[config.mk]
export PLATFORM = sky130hd
export DESIGN_NAME = prio_irq_ctrl
export DESIGN_NICKNAME = d
export VERILOG_FILES = /design/src/rtl/irq_ctl_pkg.sv /design/src/rtl/irq_flag_bank.sv /design/src/rtl/irq_prio_pick.sv /design/src/rtl/prio_irq_ctrl.sv
export SDC_FILE = /design/constraint.sdc
export NUM_CORES = 1
export LEC_CHECK = 0
export ABC_AREA = 1
export BUFFER_PORTS_ARGS = -buffer_cell sky130_fd_sc_hd__buf_4
export CAP_MARGIN = 15
export CORE_MARGIN = 2
export CORE_UTILIZATION = 50
export CTS_BUF_LIST = sky130_fd_sc_hd__clkbuf_2 sky130_fd_sc_hd__clkbuf_4 sky130_fd_sc_hd__clkbuf_8
export CTS_CLUSTER_SIZE = 28
export DETAILED_ROUTE_END_ITERATION = 10
export GPL_TIMING_DRIVEN = 0
export PLACE_DENSITY = 0.86
export SETUP_SLACK_MARGIN = 0.15
export SLEW_MARGIN = 20
export SYNTH_ARGS = -nofsm -noshare
export SYNTH_HDL_FRONTEND = slang
export SYNTH_HIERARCHICAL = 1
export SYNTH_SLANG_ARGS = --single-unit
[constraint.sdc]
create_clock -name clk -period 3 [get_ports clk]
set_input_delay 0.3 -clock clk [delete_from_list [all_inputs] [get_ports clk]]
set_output_delay 0.3 -clock clk [all_outputs]
set_load 0.01 [all_outputs]
[src/rtl/irq_ctl_pkg.sv]
package irq_ctl_pkg;

  localparam int NSRC  = 3;
  localparam int IDX_W = (NSRC > 1) ? $clog2(NSRC) : 1;

  // field positions inside the control word
  localparam int B_MEN = 0;
  localparam int B_EN  = 1;
  localparam int B_FLG = B_EN + NSRC;
  localparam int CTRL_USED = B_FLG + NSRC;

  typedef enum logic [IDX_W-1:0] {
    SRC_USB  = 2'd0,
    SRC_TMR0 = 2'd1,
    SRC_TMR1 = 2'd2
  } src_e;

  // vector address for a source index; index 0 is the highest priority
  function automatic logic [7:0] src_vector(input logic [IDX_W-1:0] idx);
    logic [7:0] v;
    case (idx)
      SRC_USB:  v = 8'h0C;
      SRC_TMR0: v = 8'h04;
      SRC_TMR1: v = 8'h08;
      default:  v = 8'h00;
    endcase
    return v;
  endfunction

  // one-hot decode of a source index
  function automatic logic [NSRC-1:0] idx_onehot(input logic [IDX_W-1:0] idx);
    logic [NSRC-1:0] oh;
    oh = '0;
    for (int i = 0; i < NSRC; i++) begin
      if (idx == IDX_W'(i)) oh[i] = 1'b1;
    end
    return oh;
  endfunction

endpackage

[src/rtl/irq_flag_bank.sv]
module irq_flag_bank
  import irq_ctl_pkg::*;
#(
  parameter int N = NSRC
) (
  input  logic         clk,
  input  logic         rst_n,
  input  logic [N-1:0] ev,
  input  logic         wr_en,
  input  logic [N-1:0] wr_flags,
  input  logic [N-1:0] clr,
  output logic [N-1:0] flags_q
);

  for (genvar i = 0; i < N; i++) begin : g_flag
    logic base;
    logic nxt;

    always_comb begin
      base = wr_en ? wr_flags[i] : flags_q[i];
      nxt  = ev[i] | (base & ~clr[i]);
    end

    always_ff @(posedge clk or negedge rst_n) begin
      if (!rst_n) flags_q[i] <= 1'b0;
      else        flags_q[i] <= nxt;
    end

    // an event is never lost, whatever the write or clear did
    a_r4_event_kept: assert property (@(posedge clk) disable iff (!rst_n)
      ev[i] |=> flags_q[i]);

    // with no write and no clear, a set flag stays set
    a_r3_sticky: assert property (@(posedge clk) disable iff (!rst_n)
      (flags_q[i] && !wr_en && !clr[i]) |=> flags_q[i]);
  end

endmodule

[src/rtl/irq_prio_pick.sv]
module irq_prio_pick
  import irq_ctl_pkg::*;
#(
  parameter int N = NSRC,
  parameter int W = IDX_W
) (
  input  logic [N-1:0] req,
  output logic         any,
  output logic [W-1:0] win_idx,
  output logic [N-1:0] win_oh
);

  // lowest index wins: scan from the bottom of the order upward
  always_comb begin
    any     = 1'b0;
    win_idx = '0;
    for (int i = N - 1; i >= 0; i--) begin
      if (req[i]) begin
        any     = 1'b1;
        win_idx = W'(i);
      end
    end
    win_oh = any ? idx_onehot(win_idx) : '0;
  end

  // at most one winner, and it is a requesting source
  always_comb begin
    a_r8_single_winner: assert ($onehot0(win_oh));
    a_r8_winner_requested: assert ((win_oh & ~req) == '0);
  end

endmodule

[src/rtl/prio_irq_ctrl.sv]
module prio_irq_ctrl
  import irq_ctl_pkg::*;
#(
  parameter int          ADDR_W    = 8,
  parameter int          DATA_W    = 8,
  parameter logic [7:0]  CTRL_ADDR = 8'h0B
) (
  input  logic              clk,
  input  logic              rst_n,
  input  logic              phase_stb,
  input  logic              ev_usb,
  input  logic              ev_tmr0,
  input  logic              ev_tmr1,
  input  logic [ADDR_W-1:0] reg_addr,
  input  logic              reg_wr,
  input  logic [DATA_W-1:0] reg_wdata,
  output logic [DATA_W-1:0] reg_rdata,
  input  logic              svc_ack,
  output logic              vec_valid,
  output logic [7:0]        vec_addr
);

  localparam int RSVD_W = DATA_W - CTRL_USED;

  // named internal events
  logic            addr_hit;
  logic            wr_hit;
  logic            stb_q;
  logic            stb_rise;
  logic            men_q;
  logic [NSRC-1:0] en_q;
  logic [NSRC-1:0] flags_q;
  logic [NSRC-1:0] ev_vec;
  logic [NSRC-1:0] eligible;
  logic [NSRC-1:0] ack_clr;
  logic            pick_any;
  logic [IDX_W-1:0] pick_idx;
  logic [NSRC-1:0] pick_oh;
  logic            svc_fire;
  logic            busy_q;
  logic [IDX_W-1:0] gnt_idx_q;
  logic            vec_valid_q;
  logic [7:0]      vec_addr_q;
  logic            rsvd_written;

  assign ev_vec   = {ev_tmr1, ev_tmr0, ev_usb};
  assign addr_hit = (reg_addr == ADDR_W'(CTRL_ADDR));
  assign wr_hit   = reg_wr & addr_hit;
  assign stb_rise = phase_stb & ~stb_q;
  assign eligible = flags_q & en_q & {NSRC{men_q}};
  assign svc_fire = stb_rise & ~busy_q & pick_any;
  assign ack_clr  = (svc_ack & busy_q) ? idx_onehot(gnt_idx_q) : '0;
  assign rsvd_written = wr_hit & (|reg_wdata[DATA_W-1:CTRL_USED]);

  irq_flag_bank #(.N(NSRC)) u_flags (
    .clk      (clk),
    .rst_n    (rst_n),
    .ev       (ev_vec),
    .wr_en    (wr_hit),
    .wr_flags (reg_wdata[B_FLG +: NSRC]),
    .clr      (ack_clr),
    .flags_q  (flags_q)
  );

  irq_prio_pick #(.N(NSRC), .W(IDX_W)) u_pick (
    .req     (eligible),
    .any     (pick_any),
    .win_idx (pick_idx),
    .win_oh  (pick_oh)
  );

  // strobe edge detector
  always_ff @(posedge clk or negedge rst_n) begin
    if (!rst_n) stb_q <= 1'b0;
    else        stb_q <= phase_stb;
  end

  // enables; a grant overrides a same-cycle write of the master bit
  always_ff @(posedge clk or negedge rst_n) begin
    if (!rst_n) begin
      men_q <= 1'b0;
      en_q  <= '0;
    end else begin
      if (wr_hit) en_q <= reg_wdata[B_EN +: NSRC];
      if (svc_fire)    men_q <= 1'b0;
      else if (wr_hit) men_q <= reg_wdata[B_MEN];
    end
  end

  // grant tracking and vector output
  always_ff @(posedge clk or negedge rst_n) begin
    if (!rst_n) begin
      busy_q      <= 1'b0;
      gnt_idx_q   <= '0;
      vec_valid_q <= 1'b0;
      vec_addr_q  <= '0;
    end else begin
      vec_valid_q <= svc_fire;
      if (svc_fire) begin
        busy_q     <= 1'b1;
        gnt_idx_q  <= pick_idx;
        vec_addr_q <= src_vector(pick_idx);
      end else if (svc_ack) begin
        busy_q <= 1'b0;
      end
    end
  end

  always_comb begin
    reg_rdata = '0;
    if (addr_hit) begin
      reg_rdata[B_MEN]         = men_q;
      reg_rdata[B_EN +: NSRC]  = en_q;
      reg_rdata[B_FLG +: NSRC] = flags_q;
    end
  end

  assign vec_valid = vec_valid_q;
  assign vec_addr  = vec_addr_q;

  // a vector only follows a strobe rising edge
  a_r5_vec_after_edge: assert property (@(posedge clk) disable iff (!rst_n)
    vec_valid_q |-> $past(stb_rise));

  // a vector only when the master enable was on
  a_r6_master_needed: assert property (@(posedge clk) disable iff (!rst_n)
    vec_valid_q |-> $past(men_q));

  // one-cycle pulse, master cleared
  a_r9_one_cycle: assert property (@(posedge clk) disable iff (!rst_n)
    vec_valid_q |=> !vec_valid_q);
  a_r9_master_off: assert property (@(posedge clk) disable iff (!rst_n)
    vec_valid_q |-> !men_q);
  a_r9_no_regrant: assert property (@(posedge clk) disable iff (!rst_n)
    (busy_q && !svc_ack) |=> !vec_valid_q);

  // vector matches the source recorded for the grant
  a_r8_vector_match: assert property (@(posedge clk) disable iff (!rst_n)
    vec_valid_q |-> (vec_addr_q == src_vector(gnt_idx_q)));

  // acknowledge clears the granted flag unless re-raised or rewritten
  a_r10_ack_clears: assert property (@(posedge clk) disable iff (!rst_n)
    (svc_ack && busy_q && !ev_vec[gnt_idx_q] && !wr_hit) |=> !flags_q[$past(gnt_idx_q)]);

  // a reserved-bit write leaves the reserved read-back at zero
  a_r2_rsvd_zero: assert property (@(posedge clk) disable iff (!rst_n)
    rsvd_written |=> (reg_rdata[DATA_W-1 -: RSVD_W] == '0));

endmodule

# --- After elaboration in Yosys (flattened, before gate mapping) ---
# Index checks and enable logic that the tools add are counted.
op_classes:
  bitwise_logic: 18
  n_reduce_logical: 4
  n_mux: 19
  eq_ne: 5
op_table:
  columns: ["cell", "count"]
  rows:
  - ["1-bit 2-to-1 mux", 13]
  - ["4-bit one-hot mux with 3 select lines", 1]
  - ["1-bit AND", 8]
  - ["8-bit by 4-bit equality test with 1-bit output, second input constant", 1]
  - ["7-bit 2-to-1 mux", 1]
  - ["3-bit AND", 2]
  - ["2-bit 2-to-1 mux", 3]
  - ["1-bit NOT", 5]
  - ["2-bit by 1-bit equality test with 1-bit output, second input constant", 2]
  - ["2-bit equality test, second input constant", 2]
  - ["2-bit logical NOT", 2]
  - ["2-bit nonzero test", 2]
  - ["3-bit 2-to-1 mux", 1]
  - ["1-bit OR", 3]
word_totals:
  inputBits: 24
  register_bits: 20
  wordCells: 56
  output_inout_bits: 17

# --- Logic depth before layout (Yosys ltp) ---
logic_depth:
  ltp_word: 7
  depth_mapped: 9
  depth_no_buf: 9

# --- By module ---
# Netlist, hierarchy kept.
by_module_without_submodules:
  columns: ["module", "n_inst", "area_per_inst_um2", "cells_each", "seq_area_each_um2"]
  rows:
  - ["prio_irq_ctrl", 1, 635.6, 90, 275.3]
  - ["irq_flag_bank", 1, 172.7, 28, 75.1]
  - ["irq_prio_pick", 1, 43.8, 10, 0.0]

# --- Worst setup path before layout ---
# OpenSTA, ideal clock, no wires.
synth_path:
  kind: "register to register"
  start: "register u_flags.flags_q[0]"
  end: "register vec_addr_q[3], in the netlist vec_addr[3]"
  path_buffers: 0
  required_ns: 2.881
  stages_incl_launch_ff: 9
  setup_time_ns: 0.119
  path_slack_ns: 1.637
  period_less_slack_ns: 1.363
  arrival_ns: 1.244
  cell_sequence: "dfrtp_1 > inv_1 > nor3_1 > nor2_1 > nand2_1 > nand3_2 > inv_2 > nand2_2 > o21a_1"
synth_between:
  elab_cells_between_ends: 9
  classes_between: "eq/ne (2); mux (3); bitwise (3); reduce/logical (1)"
synth_rtl:
  columns: ["element", "line_no", "text"]
  rows:
  - ["from (decl)", "irq_flag_bank.sv:12", "output logic [N-1:0] flags_q"]
  - ["from (signal, indexed assignment)", "irq_flag_bank.sv:26", "else flags_q[i] <= nxt;"]
  - ["3-bit AND (2 in a row)", "prio_irq_ctrl.sv:50", "assign eligible = flags_q & en_q & {NSRC{men_q}};"]
  - ["via eligible[0]", "prio_irq_ctrl.sv:34", "logic [NSRC-1:0] eligible;"]
  - ["1-bit 2-to-1 mux", "irq_prio_pick.sv:18", "if (req[i]) begin"]
  - ["via pick_any", "prio_irq_ctrl.sv:36", "logic pick_any;"]
  - ["1-bit AND", "prio_irq_ctrl.sv:51", "assign svc_fire = stb_rise & ~busy_q & pick_any;"]
  - ["via svc_fire", "prio_irq_ctrl.sv:39", "logic svc_fire;"]
  - ["to (signal assigned)", "prio_irq_ctrl.sv:102", "vec_addr_q <= src_vector(pick_idx);"]
  - ["to (decl)", "prio_irq_ctrl.sv:43", "logic [7:0] vec_addr_q;"]
# The timed path passes the listed nets, and every way through them passes these cells.
# A chain may end at the register's enable or synchronous reset.

# --- Final worst setup path ---
# Ends and elaborated chain as after synthesis.

==> summary.txt <==
Clocking
  • Setup bufs post-CTS: 0
  • Total clock buffers created by CTS: 3
  • Post-CTS sizing: 0
  • Root buffer cell: clkbuf_4
  • Cts hold-fix bufs: 1
  • Clock slew at reported path FFs: 0.09 ns
  • # clock sinks: 14
  • Clock insertion delay at the later pin of the skew report: 0.28 ns
  • TritonCTS clock tree: built
  • Number of H-tree levels: 1
  • Max clock buf depth: 2

Logic synthesis
  • Number of warning messages in the yosys log: 6
  • Post-synth design cell area: 837 um^2
  • Instance count of the mapped netlist: 125
  • Syn Area/Cell: 6.70 um^2

Layout
  • Share of post-route cells with drive strength above 1: 31.0%
  • Area taken by multi-input logic gates: 324 um^2
  • Area growth syn-to-layout: 39.3%
  • Number of antenna diodes: 0
  • Fill cell count: 130
  • Final #Nets: 193
  • Register area: 350 um^2

Worst setup path
  • Required time at the worst-slack endpoint: 3.18 ns
  • Worst Reg2Reg Path Length in Cells: 8
  • Destination of the worst register-to-register timing path: vec_addr[3]
  • Category of the worst setup path launch point: register
  • Critical Path Fanout Max: 6
  • Classification of the worst setup path: reg2reg
  • Reg-to-reg critical path startpoint: u_flags/flags_q[0]
  • Crit. End Element: register
  • Slack of the worst reg-to-reg path: 1.55 ns
  • Data arrival time of the critical path: 1.63 ns

Timing
  • Sum of negative setup slack: 0 ns
  • Final critical-path share of the clock period: 48.3%
  • Max-slew violations: 0
  • Final hold slack: 0.133 ns
  • Highest achievable clock rate: 690 MHz
  • # setup viols final: 0
  • Setup repair after global routing missed its margin: no
  • Final hold violations: 0
  • Min Tclk post-route: 1.45 ns
  • Setup skew after layout: 0.000794 ns
  • Final setup margin: 1.55 ns

Global route
  • Number of global-route vias before repair: 690
  • Global-route wire length before repair: 2.79 mm
  • Overflow after GRT: 0
  • Antenna violations before repair: 0
  • Global Route Usage Sum: 19.2%
  • Maximum number of pins on one net before global-route repair: 15

Place
  • Hpwl dp: 1.40 mm
  • Pre-CTS worst setup slack: 1.57 ns
  • Placer congestion estimate: 0.784
  • Count of input and output buffers: 32

Die
  • Number of rows created at floorplan: 14
  • Number of primary I/O pins: 41
  • Initial core utilization: 54.3%
  • Total die area: 2020 um^2
  • Area of the placeable core: 1540 um^2
  • Die width: 44.9 um
  • Height of the chip: 44.9 um

Drt
  • Total number of vias: 798
  • Count of unresolved DRC violations after routing: 0
  • Pre-antenna DRT Iters: 4
  • Detailed router's first-iteration violation count: 6
  • Average vias per placed instance: 4.34
  • Antenna-violating nets left: 0
  • Routed wire length per instance: 9.31 um
  • Total wire length: 1.71 mm

Run status
  • Result of the run: finished, final reports clean

Hold path
  • Hold wc startpoint: phase_stb
  • Hold/Removal Path Class: in2reg
  • Worst Hold Depth: 1
  • End of the worst hold path: stb_q

Pwr
  • Pwr Density: 338 nW/um^2
  • Worst IR drop on VDD: 0.297 mV
  • Leak Pwr: 0.000718 uW

Job
  • Number of maximum-capacitance violations: 0
-- how the worst max path moves through the flow --
stage | from | endpoint | slack, ns
3_5_place_dp | u_flags/flags_q[0] | vec_addr[3] | 1.57
2_1_floorplan | u_flags/flags_q[0] | vec_addr[3] | 1.75
6_report | u_flags/flags_q[0] | vec_addr[3] | 1.55
3_3_place_gp | reg_addr[7] | reg_rdata[6] | 1.61
4_1_cts | u_flags/flags_q[0] | vec_addr[3] | 1.55
5_1_grt | reg_addr[7] | reg_rdata[4] | 1.39
-- flip-flops by register name (all words and copies together), names as in the netlist --
name,count
stb_q,1
men_q,1
en_q,3
vec_valid,1
busy_q,1
vec_addr,2
gnt_idx_q,2
u_flags/flags_q,3
-- per-stage QoR --
stage               power (uW)  instances  util [%]  area, um^2
finish                     394        184      75.6        1170
floorplan                  226        131         -         860
detailed placement         258        179      72.6        1120
CTS                        398        184      75.6        1170
global placement           256        179      72.6        1120
global route               414        184      75.6        1170
-- power breakdown --
part           internal (uW)  switching (uW)
clock                   73.9            64.5
sequential               194            3.06
combinational           33.0            24.8
total                    301            92.3
-- critical path, cell delays in order, from the launching register on --
cell and delay [ns]:
dfrtp_1 0.36, inv_1 0.05, nor3_1 0.32, nor2_1 0.09
nand2_1 0.09, nand3_2 0.14, inv_2 0.13, nand2_2 0.06
o21a_1 0.10
-- final cells by class --
cell class | count | area share, %
flip-flops and latches | 14 | 30.0
well taps | 16 | 1.72
repair buffers | 33 | 21.5
inverters | 35 | 11.4
clock buffers | 4 | 3.11
multi-input cells | 75 | 27.8
plain buffers | 7 | 4.51
-- routing by layer --
layer  share of wire (%)  routed length, um  global-route usage, %
met2                  49                837                   33.3
met4                 2.0                 35                   7.06
met3                 6.4                109                   4.80
met1                  43                731                   22.9
met5                   0                  0                      0
-- layout by cell type, fill, tap and decap left out, drive strengths merged --
cell and n:
dfrtp 14, o21bai 1, nor3 5, nand4 1
buf 39, o21a 1, clkinv 1, o21ai 1
nor2 21, dlygate4sd3 1, inv 34, nand2 32
clkbuf 4, conb 7, nand3 6
No activity file was read; power rests on OpenSTA's default activity.
